--- config.mk ---
export PLATFORM = sky130hd
export DESIGN_NAME = phy_locate_seq
export DESIGN_NICKNAME = d
export VERILOG_FILES = /design/src/rtl/phy_locate_pkg.sv /design/src/rtl/mgmt_wait_timer.sv /design/src/rtl/phy_status_judge.sv /design/src/rtl/scan_addr_gen.sv /design/src/rtl/phy_locate_seq.sv
export SDC_FILE = /design/constraint.sdc
export NUM_CORES = 1
export LEC_CHECK = 0
export CORE_MARGIN = 2
export CORE_UTILIZATION = 61
export DETAILED_ROUTE_END_ITERATION = 8
export DONT_BUFFER_PORTS = 1
export GPL_TIMING_DRIVEN = 0
export PLACE_DENSITY = 0.79
export SKIP_CTS_REPAIR_TIMING = 1
export SKIP_LAST_GASP = 1
export SYNTH_ARGS = -nofsm -noshare
export SYNTH_HDL_FRONTEND = slang
export SYNTH_SLANG_ARGS = --single-unit
--- constraint.sdc ---
create_clock -name clk -period 1.4 [get_ports clk]
set_input_delay 0.14 -clock clk [delete_from_list [all_inputs] [get_ports clk]]
set_output_delay 0.14 -clock clk [all_outputs]
set_load 0.02 [all_outputs]
--- src/rtl/phy_locate_pkg.sv ---
package phy_locate_pkg;

  typedef enum logic [2:0] {
    LS_IDLE  = 3'd0,
    LS_PRE   = 3'd1,
    LS_ISSUE = 3'd2,
    LS_POST  = 3'd3,
    LS_STEP  = 3'd4
  } loc_state_t;

endpackage

--- src/rtl/mgmt_wait_timer.sv ---
module mgmt_wait_timer #(
  parameter int LIMIT = 200
) (
  input  logic clk,
  input  logic rst_n,
  input  logic run_i,
  input  logic idle_i,
  output logic expire_o
);
  localparam int CW = $clog2(LIMIT + 1);

  logic [CW-1:0] cnt_q;
  logic [CW-1:0] cnt_d;
  logic          cnt_en;

  always_comb begin
    cnt_en = 1'b0;
    cnt_d  = cnt_q;
    if (!run_i) begin
      cnt_en = 1'b1;
      cnt_d  = '0;
    end else if (!idle_i) begin
      cnt_en = 1'b1;
      cnt_d  = cnt_q + 1'b1;
    end
  end

  always_ff @(posedge clk or negedge rst_n) begin
    if (!rst_n) begin
      cnt_q <= '0;
    end else if (cnt_en) begin
      cnt_q <= cnt_d;
    end
  end

  assign expire_o = run_i & ~idle_i & (cnt_q == CW'(LIMIT - 1));

endmodule

--- src/rtl/phy_status_judge.sv ---
module phy_status_judge #(
  parameter int          DATA_W   = 16,
  parameter logic [15:0] CAP_MASK = 16'h1808
) (
  input  logic [DATA_W-1:0] data_i,
  output logic              ok_o
);
  localparam logic [DATA_W-1:0] MASK_W = DATA_W'(CAP_MASK);

  logic all_ones;
  logic caps_ok;

  always_comb begin
    all_ones = (data_i == {DATA_W{1'b1}});
    caps_ok  = ((data_i & MASK_W) == MASK_W);
    ok_o     = caps_ok & ~all_ones;
  end

endmodule

--- src/rtl/scan_addr_gen.sv ---
module scan_addr_gen #(
  parameter int ADDR_W = 5
) (
  input  logic              clk,
  input  logic              rst_n,
  input  logic              load_i,
  input  logic              preset_vld_i,
  input  logic [ADDR_W-1:0] preset_addr_i,
  input  logic              adv_i,
  output logic [ADDR_W-1:0] addr_o,
  output logic              in_preset_o,
  output logic              last_o
);
  localparam logic [ADDR_W-1:0] TOP_ADDR = {ADDR_W{1'b1}};

  logic [ADDR_W-1:0] addr_q, addr_d;
  logic              pre_q, pre_d;
  logic              en;

  always_comb begin
    en     = load_i | adv_i;
    addr_d = addr_q;
    pre_d  = pre_q;
    if (load_i) begin
      addr_d = preset_vld_i ? preset_addr_i : TOP_ADDR;
      pre_d  = preset_vld_i;
    end else if (adv_i) begin
      if (pre_q) begin
        addr_d = TOP_ADDR;
        pre_d  = 1'b0;
      end else begin
        addr_d = addr_q - 1'b1;
      end
    end
  end

  always_ff @(posedge clk or negedge rst_n) begin
    if (!rst_n) begin
      addr_q <= '0;
      pre_q  <= 1'b0;
    end else if (en) begin
      addr_q <= addr_d;
      pre_q  <= pre_d;
    end
  end

  assign addr_o      = addr_q;
  assign in_preset_o = pre_q;
  assign last_o      = ~pre_q & (addr_q == '0);

endmodule

--- src/rtl/phy_locate_seq.sv ---
module phy_locate_seq #(
  parameter int          ADDR_W     = 5,
  parameter int          REG_W      = 5,
  parameter int          DATA_W     = 16,
  parameter int          POLL_LIMIT = 200,
  parameter int          STAT_REG   = 1,
  parameter logic [15:0] CAP_MASK   = 16'h1808
) (
  input  logic              clk,
  input  logic              rst_n,
  input  logic              start_i,
  input  logic              preset_vld_i,
  input  logic [ADDR_W-1:0] preset_addr_i,
  input  logic              mgmt_idle_i,
  input  logic [DATA_W-1:0] mgmt_rdata_i,
  output logic              mgmt_req_o,
  output logic [ADDR_W-1:0] mgmt_phy_o,
  output logic [REG_W-1:0]  mgmt_reg_o,
  output logic              busy_o,
  output logic              done_o,
  output logic              hit_o,
  output logic              miss_o,
  output logic [ADDR_W-1:0] phy_addr_o
);
  import phy_locate_pkg::*;

  // reset: asserted asynchronously, released on a clock edge
  logic [1:0] rst_sync_q;
  logic       rst_int_n;

  always_ff @(posedge clk or negedge rst_n) begin
    if (!rst_n) begin
      rst_sync_q <= 2'b00;
    end else begin
      rst_sync_q <= {rst_sync_q[0], 1'b1};
    end
  end
  assign rst_int_n = rst_sync_q[1];

  loc_state_t        state_q, state_d;
  logic              pass_q, pass_d;
  logic              done_q, done_d;
  logic              hit_q, hit_d;
  logic              miss_q, miss_d;
  logic [ADDR_W-1:0] paddr_q, paddr_d;
  logic              res_en;

  logic              load, adv;
  logic [ADDR_W-1:0] cur_addr;
  logic              in_preset;
  logic              last_addr;
  logic              tmr_run;
  logic              tmr_expire;
  logic              judge_ok;

  scan_addr_gen #(.ADDR_W(ADDR_W)) u_walk (
    .clk          (clk),
    .rst_n        (rst_int_n),
    .load_i       (load),
    .preset_vld_i (preset_vld_i),
    .preset_addr_i(preset_addr_i),
    .adv_i        (adv),
    .addr_o       (cur_addr),
    .in_preset_o  (in_preset),
    .last_o       (last_addr)
  );

  assign tmr_run = (state_q == LS_PRE) || (state_q == LS_POST);

  mgmt_wait_timer #(.LIMIT(POLL_LIMIT)) u_tmr (
    .clk     (clk),
    .rst_n   (rst_int_n),
    .run_i   (tmr_run),
    .idle_i  (mgmt_idle_i),
    .expire_o(tmr_expire)
  );

  phy_status_judge #(.DATA_W(DATA_W), .CAP_MASK(CAP_MASK)) u_judge (
    .data_i(mgmt_rdata_i),
    .ok_o  (judge_ok)
  );

  // next state
  always_comb begin
    state_d = state_q;
    pass_d  = pass_q;
    done_d  = 1'b0;
    hit_d   = hit_q;
    miss_d  = miss_q;
    paddr_d = paddr_q;
    load    = 1'b0;
    adv     = 1'b0;
    unique case (state_q)
      LS_IDLE: begin
        if (start_i) begin
          load    = 1'b1;
          hit_d   = 1'b0;
          miss_d  = 1'b0;
          state_d = LS_PRE;
        end
      end
      LS_PRE: begin
        if (mgmt_idle_i) begin
          state_d = LS_ISSUE;
        end else if (tmr_expire) begin
          pass_d  = 1'b0;
          state_d = LS_STEP;
        end
      end
      LS_ISSUE: begin
        state_d = LS_POST;
      end
      LS_POST: begin
        if (mgmt_idle_i) begin
          pass_d  = judge_ok;
          state_d = LS_STEP;
        end else if (tmr_expire) begin
          pass_d  = 1'b0;
          state_d = LS_STEP;
        end
      end
      LS_STEP: begin
        if (pass_q) begin
          hit_d   = 1'b1;
          paddr_d = cur_addr;
          done_d  = 1'b1;
          state_d = LS_IDLE;
        end else if (last_addr) begin
          miss_d  = 1'b1;
          done_d  = 1'b1;
          state_d = LS_IDLE;
        end else begin
          adv     = 1'b1;
          state_d = LS_PRE;
        end
      end
      default: begin
        state_d = LS_IDLE;
      end
    endcase
  end

  assign res_en = ((state_q == LS_IDLE) && start_i) || (state_q == LS_STEP);

  // registers
  always_ff @(posedge clk or negedge rst_int_n) begin
    if (!rst_int_n) begin
      state_q <= LS_IDLE;
      pass_q  <= 1'b0;
      done_q  <= 1'b0;
    end else begin
      state_q <= state_d;
      pass_q  <= pass_d;
      done_q  <= done_d;
    end
  end

  always_ff @(posedge clk or negedge rst_int_n) begin
    if (!rst_int_n) begin
      hit_q   <= 1'b0;
      miss_q  <= 1'b0;
      paddr_q <= '0;
    end else if (res_en) begin
      hit_q   <= hit_d;
      miss_q  <= miss_d;
      paddr_q <= paddr_d;
    end
  end

  assign mgmt_req_o = (state_q == LS_ISSUE);
  assign mgmt_phy_o = cur_addr;
  assign mgmt_reg_o = REG_W'(STAT_REG);
  assign busy_o     = (state_q != LS_IDLE);
  assign done_o     = done_q;
  assign hit_o      = hit_q;
  assign miss_o     = miss_q;
  assign phy_addr_o = paddr_q;

  // preset flag is consumed inside the walker; keep it visible for readers
  logic unused_ok;
  assign unused_ok = in_preset;

endmodule

==> flow_summary.ini <==
[yosys]
synth_top_family_by_area = simple AND/OR/NAND/NOR gates
synth.area.mux_share = 0.0462
synth_compound_area_frac = 0.106
avgSynthCellArea_um2 = 10.5
synth.distinct_cells = 43
synth-adder-area-share = 0.0262
ys.flop_type = dfrtp_1
ys_async_sr_fraction = 1.00
ys_top_cells_by_count = dfrtp_1 (28), nor2_1 (18), buf_4 (7), nand2_1 (7), xor2_1 (7)
synth_area_um2 = 1430
synth_edf_count = 0
yosysTopAreaCellShare = 0.489
synth_top_cell_by_area = dfrtp_1
seq_area_frac_synth = 0.489
synthTopCellsByArea = dfrtp_1 (49%), nor2_1 (4.7%), xor2_1 (4.3%), mux2_2 (3.9%), buf_4 (3.7%)
yosys_warnings = 0
yosys.area_share.simple = 0.218
synth_xor_area_frac = 0.0550
synth_most_common_cell = dfrtp_1
synthCells = 136
ys_seq_elements = 28

[run]
maxCapViolCount = 0

[outcome]
status = complete, but fails checks
violations = negative setup slack

[drt]
wl_mm = 3.28
drt_iter0_markers = 24
avgRoutedWirePerCell_um = 17.6
num_vias = 1124
ant_nets = 0
via_per_inst = 6.04
drc = 0
first_pass_iters = 4

[sta]
finalHoldViolations = 0
slew_viol_final = 0
slew_headroom = 0.314
min_period_ns = 1.79
timing.final.crit_share = 1.28
fin_skew_ns = 0.00148
tightest_slew_ns = 1.03
timing.final.ws_setup_ns = -0.392
finalSetupViolCount = 16
fmax_mhz = 558
rsz0062_at_grt = yes
hold_ws_ns = 0.00597

[global_routing]
antenna_found_initial = 0
grt_usage = 0.221
overflow = 0
grt_pass1_vias = 973
grt_max_degree = 27
grt_pass1_wl_mm = 4.37

[cts]
cts_buffers = 3
cts_htree_levels = 1
clock_sinks = 28
insertion_delay_ns = 0.33
cts_tree = built
clock_path_buffers = 2
root_buffer = clkbuf_4
path_clk_slew_ns = 0.16

[floorplan]
die_h_um = 52.5
num_rows = 17
core_area_um2 = 2210
die_x_um = 52.5
start_util = 0.648
ioPinCount = 46
die_area_um2 = 2750

[setup_path]
crit_family = compound AO/OA/AOI/OAI gates
cp_slowest_cell = or3b_4
worstPathCellList = buf_6 > or3b_4 > a211oi_4 > nor2_2 > a221o_1
cp.arrival_ns = 2.03
worst_path_largest_cell_delay_ns = 0.41
required_ns = 1.64
cp-end-kind = flop
crit_fanout = 7
crit_path_start_kind = flop
crit_type = reg -> reg
worst-path-buf-inv = 1

[power]
cellPowerDensity_nw_per_um2 = 1790
p_leak_uw = 0.000801
vdd_drop_max_v = 0.00122

[finish]
drive_gt1_frac = 0.285
nets = 188
antenna_cells = 0
area_delta_synth_final_pct = 24.5

[place]
preCtsSetupSlack_ns = -0.434
routabilityCongestion = 0.829
io_buffers = 0
hpwl_mm = 1.99

[worst_hold_path]
hp-class = in -> reg
worst reg2reg max path, delay by kind of cell (launching register included):
family,cells,cell delay [ns]
AO/OA/AOI/OAI,2,0.65
buffers and inverters,1,0.13
flip-flops,1,0.40
AND/OR/NAND/NOR,2,0.52
cells in the final DEF (no fill, tap or decap), drive strengths merged:
master        n
and4b         1
xnor2         2
nor3          4
a21oi         4
o21a          2
nor4          2
dfrtp        28
bufinv        1
mux2          5
nor4b         2
and4          1
nand3b        1
nor2b         1
nand2         7
nand2b        1
or2b          2
ha            3
inv           3
conb          6
mux2i         1
xor2          7
dlygate4sd3   9
or3b          1
a221o         2
o22ai         1
or2           1
and3          2
a311oi        2
a211oi        3
nand3         5
nor3b         2
nor2         19
a21o          2
buf          14
or3           1
a41oi         1
a21boi        1
clkbuf        3
nand4         4
o21ai         1
final timing paths:
kind | slack (ns) | cells past startpoint | from | end
max | -0.39 | 5 | state_q[0] | u_walk.addr_o[3]
min | 0.006 | 2 | preset_addr_i[0] | u_walk.addr_o[0]
max reg2reg | -0.39 | 5 | state_q[0] | u_walk.addr_o[3]
min reg2reg | 0.38 | 0 | rst_sync_q[0] | rst_sync_q[1]
max in group asynchronous | 0.28 | 0 | rst_sync_q[1] | u_walk.addr_o[3]
min in group asynchronous | 0.44 | 0 | rst_sync_q[1] | hit_o
area by class of cell:
cell class              count  area [um^2]
plain buffers               8         67.6
clock buffers               3         22.5
clock inverters             1         30.0
fillers                   140          427
inverters                   3         11.3
multi-input cells         100          771
flip-flops and latches     28          706
well taps                  28         35.0
repair buffers             15          143
sequential cells by signal, summed over array words and instances, names as in the netlist:
signal and flops:
u_tmr.cnt_q 8, phy_addr_o 5, u_walk.addr_o 5, state_q 3, rst_sync_q 2, done_o 1
hit_o 1, miss_o 1, pass_q 1, u_walk.in_preset_o 1
cells by family after synthesis:
logic type               after synthesis
AND/OR/NAND/NOR                       57
flip-flops                            28
AO/OA/AOI/OAI                         19
buffers and inverters                 12
XOR/XNOR                               9
multiplexers                           6
adder cells (fa/ha/maj)                3
other                                  2
where the power goes:
part           switching [uW]  leakage (uW)  internal [uW]
clock                     250     0.0000279            290
combinational             570      0.000417            564
sequential                476      0.000355           1050
metal layers:
metal | track usage | vias to the layer above | share of wire
li1 | - | 512 | -
met1 | 0.288 | 561 | 0.39
met2 | 0.358 | 49 | 0.54
met3 | 0.0457 | 2 | 0.061
met4 | 0.0855 | 0 | 0.0043
met5 | 0 | - | 0
stage by stage:
step / utilization / power (uW) / setup TNS (ns) / cells / cell area (um^2)
global placement: 0.680 / 2330 / -3.41 / 168 / 1510
floorplan: - / 2170 / -2.00 / 140 / 1470
CTS: 0.704 / 2920 / -4.54 / 172 / 1560
global route: 0.807 / 3360 / -4.71 / 186 / 1790
finish: 0.807 / 3200 / -3.89 / 186 / 1790
detailed placement: 0.680 / 2380 / -3.49 / 168 / 1510
No activity file was read; power rests on OpenSTA's default activity.
